## config.mk

```make
export PLATFORM = sky130hd
export DESIGN_NAME = video_overlay_mixer
export DESIGN_NICKNAME = d
export VERILOG_FILES = /design/src/rtl/mix_pkg.sv /design/src/rtl/mix_scan.sv /design/src/rtl/mix_layer_port.sv /design/src/rtl/mix_blend.sv /design/src/rtl/video_overlay_mixer.sv
export SDC_FILE = /design/constraint.sdc
export NUM_CORES = 1
export LEC_CHECK = 0
export CAP_MARGIN = 0
export CORE_MARGIN = 8
export CORE_UTILIZATION = 45
export CTS_CLUSTER_DIAMETER = 50
export DETAILED_ROUTE_END_ITERATION = 10
export DONT_BUFFER_PORTS = 1
export PLACE_DENSITY = 0.65
export SKIP_LAST_GASP = 1
export SYNTH_ARGS = -nofsm -noshare
export SYNTH_HDL_FRONTEND = slang
export SYNTH_HIERARCHICAL = 1
export SYNTH_SLANG_ARGS = --single-unit
```

## constraint.sdc

```tcl
create_clock -name clk -period 7.21 [get_ports clk]
set_clock_uncertainty 0.05 [all_clocks]
set_input_delay 0.721 -clock clk [delete_from_list [all_inputs] [get_ports clk]]
set_output_delay 0.721 -clock clk [all_outputs]
set_load 0.05 [all_outputs]
```

## src/rtl/mix_pkg.sv

```systemverilog
package mix_pkg;
  localparam int PPC    = 2;
  localparam int PLANES = 3;
  localparam int BPC    = 10;
  localparam int DW     = PPC * PLANES * BPC;

  typedef logic [BPC-1:0] plane_t;

  // rounded mean of two planes
  function automatic plane_t half_mix(input plane_t a, input plane_t b);
    logic [BPC:0] s;
    s = {1'b0, a} + {1'b0, b} + {{BPC{1'b0}}, 1'b1};
    return s[BPC:1];
  endfunction
endpackage

```

## src/rtl/mix_scan.sv

```systemverilog
module mix_scan #(
  parameter int XW = 11,
  parameter int YW = 12
) (
  input  logic          clk,
  input  logic          rst_n,
  input  logic          adv,
  input  logic [XW-1:0] w_live,
  input  logic [YW-1:0] h_live,
  output logic [XW-1:0] x,
  output logic [YW-1:0] y,
  output logic          sof,
  output logic          eol,
  output logic [XW-1:0] w_eff
);
  logic [XW-1:0] x_q, x_d, w_q, w_d, last_x;
  logic [YW-1:0] y_q, y_d, h_q, h_d, h_eff, last_y;

  always_comb begin
    sof    = (x_q == '0) && (y_q == '0);
    w_eff  = sof ? w_live : w_q;
    h_eff  = sof ? h_live : h_q;
    last_x = (w_eff == '0) ? '0 : w_eff - 1'b1;
    last_y = (h_eff == '0) ? '0 : h_eff - 1'b1;
    eol    = (x_q == last_x);
    x_d    = x_q;
    y_d    = y_q;
    w_d    = w_q;
    h_d    = h_q;
    if (adv) begin
      if (sof) begin
        w_d = w_live;
        h_d = h_live;
      end
      if (eol) begin
        x_d = '0;
        y_d = (y_q >= last_y) ? '0 : y_q + 1'b1;
      end else begin
        x_d = x_q + 1'b1;
      end
    end
  end

  always_ff @(posedge clk or negedge rst_n) begin
    if (!rst_n) begin
      x_q <= '0;
      y_q <= '0;
      w_q <= '0;
      h_q <= '0;
    end else begin
      x_q <= x_d;
      y_q <= y_d;
      w_q <= w_d;
      h_q <= h_d;
    end
  end

  assign x = x_q;
  assign y = y_q;


  scan_wrap_chk: assert property (@(posedge clk) disable iff (!rst_n)
    adv && eol |=> x_q == '0);
endmodule

```

## src/rtl/mix_layer_port.sv

```systemverilog
module mix_layer_port #(
  parameter int DW = 60
) (
  input  logic          clk,
  input  logic          rst_n,
  input  logic          run,
  input  logic          adv,
  input  logic          frame_start,
  input  logic          en,
  input  logic          want,
  input  logic          s_valid,
  input  logic          s_sof,
  input  logic          s_user,
  input  logic [DW-1:0] s_data,
  output logic          s_ready,
  output logic          hit,
  output logic [DW-1:0] pix
);
  logic locked_q, locked_d, lock_now, active;

  always_comb begin
    lock_now = en && s_valid && s_sof && !s_user;
    active   = frame_start ? lock_now : locked_q;
    // unlocked: hold a waiting frame start, drain everything else
    s_ready  = run && (s_user || (active ? (adv && want) : !s_sof));
    hit      = active && adv && want && s_valid && !s_user;
    locked_d = (adv && frame_start) ? lock_now : locked_q;
  end

  always_ff @(posedge clk or negedge rst_n) begin
    if (!rst_n) locked_q <= 1'b0;
    else        locked_q <= locked_d;
  end

  assign pix = s_data;


  port_lock_chk: assert property (@(posedge clk) disable iff (!rst_n)
    adv && frame_start && !lock_now |=> !hit || frame_start);
endmodule

```

## src/rtl/mix_blend.sv

```systemverilog
module mix_blend
  import mix_pkg::*;
(
  input  logic [DW-1:0] base,
  input  logic [DW-1:0] ovl,
  input  logic          ovl_en,
  output logic [DW-1:0] px
);
  for (genvar g = 0; g < PPC * PLANES; g++) begin : g_plane
    plane_t mixed;
    assign mixed = half_mix(base[g*BPC +: BPC], ovl[g*BPC +: BPC]);
    assign px[g*BPC +: BPC] = ovl_en ? mixed : base[g*BPC +: BPC];
  end
endmodule

```

## src/rtl/video_overlay_mixer.sv

```systemverilog
module video_overlay_mixer
  import mix_pkg::*;
#(
  parameter int MAX_W  = 3840,
  parameter int MAX_H  = 2160,
  parameter int ICON_W = 64,
  parameter int ICON_H = 32
) (
  input  logic                               clk,
  input  logic                               rst_n,
  input  logic [$clog2(MAX_W+1)-1:0]         cfg_width,
  input  logic [$clog2(MAX_H+1)-1:0]         cfg_height,
  input  logic                               cfg_icon_en,
  input  logic [$clog2(MAX_W/2+1)-1:0]       cfg_icon_dx,
  input  logic [$clog2(MAX_H+1)-1:0]         cfg_icon_dy,
  input  logic                               vid_stable,
  input  logic                               l1_valid,
  output logic                               l1_ready,
  input  logic [59:0]                        l1_data,
  input  logic                               l1_sof,
  input  logic                               l1_user,
  input  logic                               ic_valid,
  output logic                               ic_ready,
  input  logic [59:0]                        ic_data,
  input  logic                               ic_sof,
  input  logic                               ic_user,
  output logic                               out_valid,
  input  logic                               out_ready,
  output logic [59:0]                        out_data,
  output logic                               out_sof,
  output logic                               out_eol
);
  localparam int XW = $clog2(MAX_W/PPC + 1);
  localparam int YW = $clog2(MAX_H + 1);
  localparam int IP = ICON_W / PPC;

  // reset: asserted at once, released through two flops
  logic [1:0] rs_q;
  logic       rst_int_n;
  always_ff @(posedge clk or negedge rst_n) begin
    if (!rst_n) rs_q <= 2'b00;
    else        rs_q <= {rs_q[0], 1'b1};
  end
  assign rst_int_n = rs_q[1];

  // output register
  logic          ov_q, sof_q, eol_q;
  logic [DW-1:0] od_q, px;
  logic          adv;
  assign adv = rst_int_n && (!ov_q || out_ready);

  // raster
  logic [XW-1:0] x, w_eff, w_live;
  logic [YW-1:0] y;
  logic          sof, eol;
  assign w_live = XW'(cfg_width >> 1);

  mix_scan #(.XW(XW), .YW(YW)) u_scan (
    .clk(clk), .rst_n(rst_int_n), .adv(adv),
    .w_live(w_live), .h_live(cfg_height),
    .x(x), .y(y), .sof(sof), .eol(eol), .w_eff(w_eff)
  );

  // icon settings, sampled on the frame-start beat
  logic          ien_q, ien_d, ien_eff;
  logic [XW-1:0] dx_q, dx_d, dx_eff, xs, rx;
  logic [YW-1:0] dy_q, dy_d, dy_eff, ry;
  logic          icon_want;

  always_comb begin
    ien_eff   = sof ? cfg_icon_en : ien_q;
    dx_eff    = sof ? cfg_icon_dx : dx_q;
    dy_eff    = sof ? cfg_icon_dy : dy_q;
    xs        = w_eff - XW'(IP) - dx_eff;
    rx        = x - xs;
    ry        = y - dy_eff;
    icon_want = ien_eff && (x >= xs) && (rx < XW'(IP)) &&
                (y >= dy_eff) && (ry < YW'(ICON_H));
    ien_d     = ien_q;
    dx_d      = dx_q;
    dy_d      = dy_q;
    if (adv && sof) begin
      ien_d = cfg_icon_en;
      dx_d  = cfg_icon_dx;
      dy_d  = cfg_icon_dy;
    end
  end

  always_ff @(posedge clk or negedge rst_int_n) begin
    if (!rst_int_n) begin
      ien_q <= 1'b0;
      dx_q  <= '0;
      dy_q  <= '0;
    end else begin
      ien_q <= ien_d;
      dx_q  <= dx_d;
      dy_q  <= dy_d;
    end
  end

  // layer ports
  logic          l1_hit, ic_hit;
  logic [DW-1:0] l1_pix, ic_pix, base;

  mix_layer_port #(.DW(DW)) u_l1 (
    .clk(clk), .rst_n(rst_int_n), .run(rst_int_n), .adv(adv),
    .frame_start(sof), .en(vid_stable), .want(1'b1),
    .s_valid(l1_valid), .s_sof(l1_sof), .s_user(l1_user), .s_data(l1_data),
    .s_ready(l1_ready), .hit(l1_hit), .pix(l1_pix)
  );

  mix_layer_port #(.DW(DW)) u_ic (
    .clk(clk), .rst_n(rst_int_n), .run(rst_int_n), .adv(adv),
    .frame_start(sof), .en(ien_eff), .want(icon_want),
    .s_valid(ic_valid), .s_sof(ic_sof), .s_user(ic_user), .s_data(ic_data),
    .s_ready(ic_ready), .hit(ic_hit), .pix(ic_pix)
  );

  assign base = l1_hit ? l1_pix : '0;

  mix_blend u_blend (.base(base), .ovl(ic_pix), .ovl_en(ic_hit), .px(px));

  always_ff @(posedge clk or negedge rst_int_n) begin
    if (!rst_int_n) begin
      ov_q  <= 1'b0;
      od_q  <= '0;
      sof_q <= 1'b0;
      eol_q <= 1'b0;
    end else if (adv) begin
      ov_q  <= 1'b1;
      od_q  <= px;
      sof_q <= sof;
      eol_q <= eol;
    end
  end

  assign out_valid = ov_q;
  assign out_data  = od_q;
  assign out_sof   = sof_q;
  assign out_eol   = eol_q;


  stall_hold_chk: assert property (@(posedge clk) disable iff (!rst_int_n)
    out_valid && !out_ready |=> out_valid && $stable(out_data) &&
    $stable(out_sof) && $stable(out_eol));


  bg_continuous_chk: assert property (@(posedge clk) disable iff (!rst_int_n)
    out_valid |=> out_valid);


  user_accept_chk: assert property (@(posedge clk) disable iff (!rst_int_n)
    l1_valid && l1_user |-> l1_ready);


  icon_window_chk: assert property (@(posedge clk) disable iff (!rst_int_n)
    ic_valid && ic_ready && !ic_user |-> icon_want);
endmodule

```

==> results.toml <==
[floorplanning]
floorplan.die.height_um = 189
pin_count = 243
number_of_placement_rows = 63
core_area_um2 = 29600
fp.dieArea_um2 = 35700
initial_core_util_pct = 45.5
chipWidth_um = 189

[setup_path]
maximum_fanout_along_the_worst_path = 6
worst_setup_path_start_kind = "flop"
criticalPathCategory = "flop to output port"
worst_ep_required_time_ps = 6440
crit_path_end_kind = "output port"
crit_arrival_ps = 6180

[timing]
drv_slew = 0
clock.fmax_mhz = 144
setup_viol_count_final = 0
final_min_period_over_clock_period_pct = 96.5
worstMarginPinSlew_ps = 949
fin_crit_ps = 6960
timing.final.hold_violations = 0
worst_hold_slack_ps = 211
finalWorstSetupSlack_ps = 254
timing.slew.headroom_pct = 36.7

[yosys]
synth_cell_type_count = 87
yosys_register_bits = 137
ys_async_sr_fraction_pct = 100
yosys.area.top_type = "dfrtp_1"
synthesis.area_per_instance_um2 = 8.36
synth_most_common_cell = "nand2_1"
syn-instance-count = 1610
ys_top_cells_by_count = "nand2_1, dfrtp_1, buf_4"
synth.top_cell.area_share_pct = 25.5
ys.warnings.count = 6
number_of_synthesized_flops_with_an_enable_pin = 0
post_synth_instance_area_um2 = 13500
synth.top_cells.by_area = "dfrtp_1, ha_1, nand2_1"
synth-main-ff-cell = "dfrtp_1"
synth_sequential_area_ratio_pct = 25.5

[clock_tree]
clock_insertion_delay_worst_skew_ps = 420
tritoncts_clock_tree = "yes"
clock_sink_count = 137
cts_htree_levels = 4
clk_pin_slew_ps = 70
clock_tree.buffer_depth = 2
clk_root_buffer_cell = "clkbuf_16"
cts_buffers = 17

[pwr]
power_frac_comb_pct = 60.4
vdd_ir_drop_max_uv = 244
powerDensity_nw_per_um2 = 332
post-layout-total-power_w = 0.00478
p_switching_w = 0.00201
sequentialPowerShare_pct = 20.2
power_frac_clock_pct = 19.4
p_leak_nw = 6.57
power_report.internal_total_w = 0.00276
p_sw_share_pct = 42.1

[detailed_routing]
drtAntennaViolNets = 0
firstDrtPassIters = 5
drt-wirelength-per-cell_um = 18.8
drt-total-wl_mm = 36.7
detailroute.via_count = 11200
drt_first_iter_violations = 659
vias_per_cell = 5.74
drc_markers = 0

[place]
dpl_worst_slack_ps = -174
dp_hpwl_mm = 27.4
gpl.final_weighted_congestion = 0.871
buffer_ports.inserted = 0
place_inst = 1887

[grt]
grt_pass1_wl_mm = 57.8
grt.overflow.total = 0
grtUsageMet2_pct = 34.3
grt_start_max_net_pins = 71
grtUsageMet3_pct = 6.77
vias_in_the_first_global_route = 11100
globalRouteTotalUtil_pct = 19.8
grt_busiest_layer = "met2"
use_met1_pct = 22.6
antenna_found_initial = 9

[flow_run]
timing.max_cap.violations = 0

[layout]
layout-drive-gt1-share_pct = 15.8
register_area_um2 = 3430
multi_input_comb_area_um2 = 8880
final_cells = 1945
postLayoutCoreUtil_pct = 48.7
area_delta_synth_final_pct = 6.94
nFillCells = 2833
layout.nets = 1835

[outcome]
outcome = "completed"

[worst_hold_path]
holdCritPathClass = "flop to asynchronous set/reset pin"
final timing paths:
check                                    startpoint                        end  slack [ps]  depth (start not counted)
setup / recovery           u_scan/x[10]$_DFFE_PN0P_                   ic_ready         250                         27
hold / removal                    rs_q[1]$_DFF_PN0_  u_ic/locked_q$_DFFE_PN0P_         210                          0
setup reg to reg           u_scan/x[10]$_DFFE_PN0P_   out_data[44]$_DFFE_PN0P_         340                         33
hold reg to reg                   rs_q[1]$_DFF_PN0_  u_ic/locked_q$_DFFE_PN0P_         210                          0
max in group asynchronous         rs_q[1]$_DFF_PN0_        dy_q[7]$_DFFE_PN0P_        4980                          2
min in group clk                  rs_q[0]$_DFF_PN0_          rs_q[1]$_DFF_PN0_         310                          0
worst max-delay path: stages, from the launching register on:
cell and delay [ps]:
dfrtp_1 410, nor4_4 300, nand4b_1 150, buf_6 160
nor2_4 130, buf_4 150, buf_6 130, mux2_4 330
ha_4 260, ha_1 270, a21o_1 170, a21oi_2 140
nor2b_1 60, o21a_1 200, o41ai_4 290, buf_4 170
a211oi_2 60, ha_1 340, nand2b_1 130, a21oi_1 80
a2111oi_2 340, nand4_1 150, nor4_2 370, nor4b_4 300
nand2_1 130, mux2i_1 170, o31a_1 200, buf_12 150
cells in the final DEF, fill, tap and decap left out, types with 6 or more instances in the layout:
| cell | instances |
|---|---|
| xor2_1 | 27 |
| and3_1 | 11 |
| a41o_1 | 6 |
| o41ai_1 | 12 |
| nor3_1 | 18 |
| a211oi_1 | 8 |
| mux2_2 | 76 |
| fa_1 | 6 |
| nand4_1 | 27 |
| a21o_1 | 12 |
| o31a_1 | 6 |
| dfrtp_1 | 136 |
| buf_12 | 6 |
| and2_1 | 67 |
| o21ai_1 | 9 |
| ha_1 | 112 |
| diode_2 | 7 |
| nand2_1 | 278 |
| o21ai_0 | 50 |
| o21a_1 | 14 |
| a41oi_1 | 7 |
| nand2b_1 | 41 |
| a21oi_1 | 79 |
| nor2b_1 | 6 |
| clkbuf_16 | 18 |
| mux2i_1 | 43 |
| o211ai_1 | 21 |
| nor4_1 | 8 |
| xnor2_1 | 40 |
| nor2_1 | 89 |
| inv_1 | 57 |
| o311ai_0 | 10 |
| nand3_1 | 24 |
| nor3b_1 | 10 |
| buf_4 | 69 |
flip-flops by register name (all words and copies together) (netlist names):
signal,cells
ien_q,1
out_data,60
out_eol,1
u_l1/locked_q,1
u_scan/y,12
dx_q,11
u_scan/h_q,12
u_scan/x,11
u_ic/locked_q,1
dy_q,12
rs_q,2
out_sof,1
out_valid,1
u_scan/w_q,11
cell families (layout without fill, tap and decap cells):
logic type / after synthesis / count (layout) / share of synthesized area, %
compound gates: 295 / 295 / 15.0
xor+xnor: 68 / 68 / 4.42
fa+ha+maj: 122 / 122 / 11.7
buf+inv: 238 / 174 / 10.3
flops: 137 / 137 / 25.5
mux: 126 / 126 / 10.2
other cells: 1 / 10 / 0.0279
simple gates: 623 / 623 / 22.8
metal layers:
| metal | share of wire [%] | wire (µm) |
|---|---|---|
| met1 | 40 | 14600 |
| met2 | 49 | 18100 |
| met3 | 8.2 | 3010 |
| met4 | 2.4 | 862 |
| met5 | 0.093 | 34 |
per-stage QoR:
| step | instance area, µm² | setup TNS [ps] |
|---|---|---|
| 4_1_cts | 14100 | 0 |
| 3_3_place_gp | 13400 | -76.6 |
| 6_report | 14400 | 0 |
| 5_1_grt | 14400 | -322 |
| 2_1_floorplan | 13500 | 0 |
| 3_5_place_dp | 13400 | -1860 |
timing repair:
item | 4_1_cts | 5_1_grt
buffers inserted | 5 | 12
endpoints found under the setup margin | 33 | 61
pin swaps | 8 | 22
hold endpoints to repair | 2 | 0
gates resized for setup | 13 | 25
hold buffers | 1 | 0
gates cloned | 0 | 1
area by class of cell:
| type | count | area share, % |
|---|---|---|
| diodes | 7 | 0.122 |
| multi-input cells | 1237 | 61.7 |
| repair buffers | 82 | 5.18 |
| flip-flops and latches | 137 | 23.8 |
| inverters | 60 | 1.60 |
| clock inverters | 14 | 1.13 |
| well taps | 390 | 3.39 |
| clock buffers | 18 | 3.05 |
power by group through the flow:
stage                     logic (W)  clock network, W  registers [W]
after global routing        0.00318          0.000973       0.000981
after global placement      0.00237                 0       0.000969
after detailed placement    0.00244                 0       0.000976
final                       0.00289          0.000926       0.000964
after CTS                   0.00261          0.000947       0.000963
after floorplan             0.00191                 0       0.000970
Note: power is estimated with default switching activity, not from simulation.
